## config.mk

```make
export PLATFORM = sky130hd
export DESIGN_NAME = owire_tick_div
export DESIGN_NICKNAME = d
export VERILOG_FILES = /design/src/rtl/owt_pkg.sv /design/src/rtl/owt_prescale.sv /design/src/rtl/owt_pow2.sv /design/src/rtl/owire_tick_div.sv
export SDC_FILE = /design/constraint.sdc
export NUM_CORES = 1
export LEC_CHECK = 0
export BUFFER_PORTS_ARGS = -buffer_cell sky130_fd_sc_hd__buf_2
export CELL_PAD_IN_SITES_DETAIL_PLACEMENT = 1
export CELL_PAD_IN_SITES_GLOBAL_PLACEMENT = 1
export CORE_MARGIN = 1.5
export CORE_UTILIZATION = 42
export CTS_CLUSTER_DIAMETER = 50
export DETAILED_ROUTE_END_ITERATION = 7
export PLACE_DENSITY = 0.79
export REMOVE_ABC_BUFFERS = 1
export SLEW_MARGIN = 20
export SYNTH_ARGS = -nofsm -noshare
export SYNTH_HDL_FRONTEND = slang
export SYNTH_HIERARCHICAL = 1
export SYNTH_SLANG_ARGS = --single-unit
export TNS_END_PERCENT = 10
```

## constraint.sdc

```tcl
create_clock -name clk -period 2.3 [get_ports clk]
set_input_delay 0.46 -clock clk [delete_from_list [all_inputs] [get_ports clk]]
set_output_delay 0.46 -clock clk [all_outputs]
set_load 0.03 [all_outputs]
```

## src/rtl/owt_pkg.sv

```systemverilog
package owt_pkg;
  localparam int CFG_W     = 8;
  localparam int EN_BIT    = 7;
  localparam int SHIFT_LO  = 2;
  localparam int SHIFT_W   = 3;
  localparam int PSEL_W    = 2;
  localparam int PRE_CW    = PSEL_W + 1;
  localparam int POW_CW    = (1 << SHIFT_W) - 1;

  typedef struct packed {
    logic               en;
    logic [SHIFT_W-1:0] shift;
    logic [PSEL_W-1:0]  psel;
  } owt_cfg_t;

  function automatic owt_cfg_t owt_decode(input logic [CFG_W-1:0] b);
    owt_cfg_t c;
    c.en    = b[EN_BIT];
    c.shift = b[SHIFT_LO +: SHIFT_W];
    c.psel  = b[PSEL_W-1:0];
    return c;
  endfunction
endpackage

```

## src/rtl/owt_prescale.sv

```systemverilog
module owt_prescale
  import owt_pkg::*;
(
  input  logic              clk,
  input  logic              rst_n,
  input  logic              clr,
  input  logic              en,
  input  logic [PSEL_W-1:0] psel,
  output logic              step
);
  logic [PRE_CW-1:0] cnt;
  logic [PRE_CW-1:0] last;

  // odd prescale 2*code+1 ends at count 2*code
  assign last = {psel, 1'b0};
  assign step = en && (cnt == last);

  always_ff @(posedge clk) begin
    if (!rst_n)          cnt <= '0;
    else if (clr || !en) cnt <= '0;
    else if (step)       cnt <= '0;
    else                 cnt <= cnt + 1'b1;
  end


  pre_in_range_chk: assert property (@(posedge clk) disable iff (!rst_n)
    en |-> (cnt <= last));
endmodule

```

## src/rtl/owt_pow2.sv

```systemverilog
module owt_pow2
  import owt_pkg::*;
(
  input  logic               clk,
  input  logic               rst_n,
  input  logic               clr,
  input  logic               en,
  input  logic               step,
  input  logic [SHIFT_W-1:0] shift,
  output logic               done
);
  logic [POW_CW-1:0] cnt;
  logic [POW_CW-1:0] last;

  // terminal count is 2^shift - 1: ones in the low shift bits
  for (genvar i = 0; i < POW_CW; i++) begin : g_mask
    assign last[i] = (SHIFT_W'(i) < shift);
  end

  assign done = step && (cnt == last);

  always_ff @(posedge clk) begin
    if (!rst_n)          cnt <= '0;
    else if (clr || !en) cnt <= '0;
    else if (done)       cnt <= '0;
    else if (step)       cnt <= cnt + 1'b1;
  end


  pow_in_range_chk: assert property (@(posedge clk) disable iff (!rst_n)
    en |-> ((cnt & ~last) == '0));
endmodule

```

## src/rtl/owire_tick_div.sv

```systemverilog
module owire_tick_div
  import owt_pkg::*;
(
  input  logic             clk,
  input  logic             rst_n,
  input  logic             cfg_we,
  input  logic [CFG_W-1:0] cfg_wdata,
  output logic             tick,
  output logic             tick_en
);
  logic [CFG_W-1:0] cfg_q;
  owt_cfg_t         cfg;
  logic             pre_step;
  logic             period_end;
  logic             ratio_one;

  always_ff @(posedge clk) begin
    if (!rst_n)      cfg_q <= '0;
    else if (cfg_we) cfg_q <= cfg_wdata;
  end

  assign cfg      = owt_decode(cfg_q);
  assign tick_en  = cfg.en;
  assign ratio_one = (cfg.psel == '0) && (cfg.shift == '0);

  owt_prescale u_pre (
    .clk   (clk),
    .rst_n (rst_n),
    .clr   (cfg_we),
    .en    (cfg.en),
    .psel  (cfg.psel),
    .step  (pre_step)
  );

  owt_pow2 u_pow (
    .clk   (clk),
    .rst_n (rst_n),
    .clr   (cfg_we),
    .en    (cfg.en),
    .step  (pre_step),
    .shift (cfg.shift),
    .done  (period_end)
  );

  always_ff @(posedge clk) begin
    if (!rst_n)      tick <= 1'b0;
    else if (cfg_we) tick <= 1'b0;
    else             tick <= period_end;
  end


  tick_needs_en_chk: assert property (@(posedge clk) disable iff (!rst_n)
    tick |-> tick_en);

  quiet_after_write_chk: assert property (@(posedge clk) disable iff (!rst_n)
    cfg_we |=> !tick);

  single_pulse_chk: assert property (@(posedge clk) disable iff (!rst_n)
    (tick && !ratio_one && !cfg_we) |=> !tick);

  ratio_one_every_chk: assert property (@(posedge clk) disable iff (!rst_n)
    (tick && ratio_one && !cfg_we) |=> tick);
endmodule

```

# Yosys cells after proc, flatten, opt, wreduce, memory -nomap -nowiden
# Index checks and enable logic that the tools add are counted.
[word_totals]
latch_bits = 0
mem_count = 0
mem_bits_ro = 0
reg_bits = 19
output_inout_bits = 2
ram_bits = 0
word_cells = 23
in_bits = 11
[classes]
multipliers = 0
order_cmp = 7
bitwise_logic = 1
n_shift = 0
div_mod_pow = 0
addsub = 2
eq_ne = 2
n_mux = 0
n_reduce_logical = 7
[ops]
columns = ["cell", "n"]
rows = [
  ["$lt 3x3->1 const A", 3],
  ["$add 7x1->7 const B", 1],
  ["$eq 7x7->1", 1],
  ["$lt 1x3->1 const A", 2],
  ["$lt 2x3->1 const A", 2],
  ["$reduce_or 3->1", 2],
  ["$add 3x1->3 const B", 1],
  ["$eq 3x3->1", 1],
  ["$logic_and 1x1->1", 2],
  ["$reduce_or 2->1", 1],
  ["$logic_not 1->1", 1],
  ["$logic_or 1x1->1", 1],
  ["$not 1->1", 1],
]

# Logic depth before layout (Yosys ltp)
[depth]
depth_word = 4
mapped_depth = 7

# Cells and area by module
# Netlist, hierarchy kept.
[by_module_without_submodules]
columns = ["module", "area_per_inst_um2", "instances", "cells_each"]
rows = [
  ["owt_pow2", 489.2, 1, 53],
  ["owire_tick_div", 256.5, 1, 22],
  ["owt_prescale", 161.4, 1, 13],
]

# Least setup slack after synthesis
# OpenSTA, ideal clock, no wires.
[synth_path]
kind = "reg-to-reg"
start = "register cfg_q[7]"
end = "register u_pow.cnt[0]"
setup_slack_ns = 0.217
setup_ns = 0.139
path_stages_with_launch = 7
t_required_ns = 2.161
path_buffers = 1
arrival_time_ns = 1.943
synth_period_minus_slack_ns = 2.083
cell_sequence = "dfxtp_1 > nand2b_1 > nor3_2 > clkbuf_1 > o211ai_1 > a2111oi_4 > nor4_1"
[synth_via]
elab_chain_len = 3
elab_cells_between_ends = 5
[synth_lines]
columns = ["item", "line_no", "source"]
rows = [
  ["start: declaration", "owire_tick_div.sv:11", "logic [CFG_W-1:0] cfg_q;"],
  ["start signal: assignment", "owire_tick_div.sv:19", "else if (cfg_we) cfg_q <= cfg_wdata;"],
  ["$logic_and 1x1->1", "owt_prescale.sv:16", "assign step = en && (cnt == last);"],
  ["named net pre_step", "owire_tick_div.sv:13", "logic pre_step;"],
  ["$logic_and 1x1->1", "owt_pow2.sv:20", "assign done = step && (cnt == last);"],
  ["named net period_end", "owire_tick_div.sv:14", "logic period_end;"],
  ["$reduce_or 3->1 (no source line)", "--", ""],
  ["end signal: assignment", "owt_pow2.sv:26", "else if (step) cnt <= cnt + 1'b1;"],
  ["end: declaration", "owt_pow2.sv:12", "logic [POW_CW-1:0] cnt;"],
]
# The timed path passes the listed nets, and every way through them passes these cells.
# A chain may end at the register's enable or synchronous reset.

# Final worst setup path
[layout_path]
start = "register cfg_q[4]"
end = "register tick"
[layout_via]
elab_chain_len = 3
elab_cells_between_ends = 9
[layout_lines]
columns = ["item", "line_no", "source"]
rows = [
  ["$lt 1x3->1 (tied with other cells)", "owt_pow2.sv:17", "assign last[i] = (SHIFT_W'(i) < shift);"],
  ["$eq 7x7->1 *", "owt_pow2.sv:20", ""],
  ["$logic_and 1x1->1 *", "owt_pow2.sv:20", ""],
  ["named net period_end", "owire_tick_div.sv:14", ""],
  ["end signal: assignment", "owire_tick_div.sv:48", "else tick <= period_end;"],
  ["end: declaration", "owire_tick_div.sv:8", "output logic tick,"],
]
# Mark *: on every way through the listed nets, which the timed path passes. The rest lies on a longest branch.

==> run_results.csv <==
group,metric,value,unit
status,status,"completed",
layout,finalInstanceArea,987,um2
layout,regArea,340,um2
detailed_routing,wl,1.82,mm
setup_path,cp_max_fo,9,
layout,nNetsFinal,113,
detailed_routing,drt_first_iter_violations,8,
power_and_ir_drop,switchingPower,137,uW
clocking,h-tree-depth,1,
power_and_ir_drop,max-vdd-ir-drop,0.000352,V
placement,portBuffers,10,
timing,worstMarginPinSlew,0.569,ns
layout,final_cell_mix,"dfxtp_1, buf_2, nand2_1",
timing,finalHoldViolations,0,
power_and_ir_drop,power_density,540,mW/mm2
synthesis,netlist_area,907,um2
timing,finalMaxSlewViolations,0,
global_routing,grt_pass1_vias,749,
power_and_ir_drop,p_leak,0.347,nW
layout,multiInputGateArea,526,um2
detailed_routing,routedWlPerCell,14.4,um
global_routing,grt_antenna_before_repair,0,
clocking,tritoncts.num_buffers,3,
detailed_routing,vias_per_cell,5.60,
global_routing,globalRouteMet3Util,0.0364,
layout,fillers,237,
clocking,cts_resized,0,
die,rows,16,
timing,fin_ws,0.327,ns
global_routing,grtUsageMet2,0.318,
setup_path,arrival,2.21,ns
setup_path,r2r_setup_slack,0.33,ns
setup_path,cpLargestDelayFamily,"compound AO/OA/AOI/OAI gates",
synthesis,synth_warnings,6,
synthesis,yosysUniqueCellTypes,29,
synthesis,netlist_instances,88,
placement,routabilityCongestion,0.762,
timing,max_freq,0.507,GHz
job,max-cap-violations,0,
worst_hold_path,min_path_type,"in -> reg",
global_routing,grt_pass1_wl,3.39,mm
placement,placed_area,961,um2
global_routing,grt_use_met1,0.218,
setup_path,cpMaxStageDelayCell,"a2111oi_4",
placement,dp_hpwl,1.36,mm
power_and_ir_drop,p_int,397,uW
die,die_h,49.5,um
clocking,clk_latency,0.29,ns
die,num_io_pins,13,
global_routing,top_usage_layer,"met2",
global_routing,grt_use_total,0.181,
clocking,cts_root_buffer,"clkbuf_4",
power_and_ir_drop,netSwitchingFraction,0.256,
power_and_ir_drop,seq_power_share,0.586,
setup_path,crit_path_cell_trace,"nor3_1 > o31ai_2 > a22oi_2 > a2111oi_4 > nand2_1 > nor2_1",
timing,post-route-period-util,0.858,
power_and_ir_drop,p_clk_frac,0.301,
layout,diodes,0,
clocking,hold_buffers,0,
timing,fin_skew,0.00590,ns
timing,finalSetupViolations,0,
placement,place_ws,0.348,ns
clocking,clockBufferDepth,2,
die,coreArea,0.00200,mm2
clocking,postCtsSetupBuffers,0,
detailed_routing,dr.pass1.iters,3,
timing,relSlewSlack,0.621,
power_and_ir_drop,p_comb_frac,0.113,
detailed_routing,via_count,705,
global_routing,grt_max_degree,18,
layout,final_common_cell,"dfxtp_1",
detailed_routing,drc,0,
timing,final.min_clock_period,1.97,ns
layout,drive_above_1_share,0.232,
clocking,tritoncts,"built",
detailed_routing,drt.antenna.violating_nets,0,
setup_path,worst-path-buf-inv,0,
die,start_util,0.453,
clocking,clock-sinks,17,
timing,rsz0062_at_grt,"false",
timing,finalSetupTns,0,ns
synthesis,ys_seq_elements,17,
synthesis,avgSynthCellArea,10.3,um2
setup_path,required,2.53,ns
setup_path,startpoint_type,"register",
die,die_w,49.5,um
setup_path,max_stage_delay,0.59,ns
global_routing,gr-total-overflow,0,
synthesis,ys_seq_area_frac,0.375,
setup_path,path_class,"reg -> reg",
die,dieArea,0.00245,mm2
setup_path,cp-end-kind,"register",
layout,fin_util,0.493,
layout,layout-area-overhead-vs-synth,8.83,%
clocking,clkTransAtPathRegs,0.10,ns
[sequential cells by signal, summed over array words and instances (netlist names)]
signal,flops
u_pow/cnt,7
cfg_q,6
u_pre/cnt,3
tick,1
[synthesized netlist by cell type (all sizes together)]
| master | instances | area (um2) |
|---|---|---|
| o31a | 1 | 8.76 |
| o31ai | 1 | 12.5 |
| nor2b | 7 | 43.8 |
| a21oi | 1 | 5.00 |
| o21ai | 1 | 5.00 |
| buf | 3 | 33.8 |
| ha | 2 | 25.0 |
| dfxtp | 17 | 340 |
| nand4 | 3 | 18.8 |
| clkbuf | 1 | 3.75 |
| inv | 1 | 3.75 |
| and3 | 1 | 6.26 |
| nor3 | 3 | 20.0 |
| xnor2 | 4 | 35.0 |
| mux2i | 7 | 70.1 |
| nor4 | 8 | 56.3 |
| nand2 | 8 | 30.0 |
| o211ai | 1 | 7.51 |
| xor2 | 6 | 52.6 |
| a22oi | 1 | 12.5 |
| a2111oi | 2 | 42.5 |
| nand2b | 1 | 6.26 |
| nor2 | 4 | 15.0 |
| nand3b | 1 | 7.51 |
| nor4b | 2 | 30.0 |
| a311oi | 1 | 15.0 |
[final timing paths]
check | start | endpoint | cells after the start
setup / recovery | cfg_q[4] | tick | 6
hold / removal | cfg_wdata[1] | cfg_q[1] | 3
setup reg to reg | cfg_q[4] | tick | 6
hold reg to reg | cfg_q[7] | u_pre/cnt[2] | 2
[cell families after synthesis]
kind of cell | Yosys count | synth area share
DFF | 17 | 0.375
and+or+nand+nor | 38 | 0.258
adders and majority gates | 2 | 0.0276
muxes | 7 | 0.0772
xor gates and xnor gates | 10 | 0.0965
AOI/OAI and AO/OA | 9 | 0.120
buffers and inverters | 5 | 0.0455
[power by group through the flow]
stage / clock [mW] / sequential [mW] / combinational (mW)
5_1_grt: 0.179 / 0.314 / 0.0673
3_5_place_dp: 0 / 0.319 / 0.0608
3_3_place_gp: 0 / 0.319 / 0.0581
4_1_cts: 0.166 / 0.313 / 0.0612
6_report: 0.160 / 0.313 / 0.0604
2_1_floorplan: 0 / 0.319 / 0.0361
[per-stage QoR]
step	total power, mW	cells	hold WS (ns)
2_1_floorplan	0.355	84	0.503
3_3_place_gp	0.377	122	0.521
3_5_place_dp	0.380	122	0.533
4_1_cts	0.540	126	0.415
5_1_grt	0.561	126	0.445
6_report	0.533	126	0.421
[layer usage]
metal	wire length, um	share of wire
met1	844	0.46
met2	923	0.51
met3	38	0.021
met4	14	0.0077
met5	0	0
[area by class of cell]
cell class	count	area share
clock buffers	4	0.0266
inverters	1	0.00380
multi-input cells	66	0.532
flip-flops and latches	17	0.345
well taps	27	0.0342
repair buffers	11	0.0583
[tightest hold or removal path, cell delays in order]
cell     delay, ns
buf_2         0.08
mux2i_1       0.06
nor2b_1       0.09
Note: power is estimated with default switching activity, not from simulation.
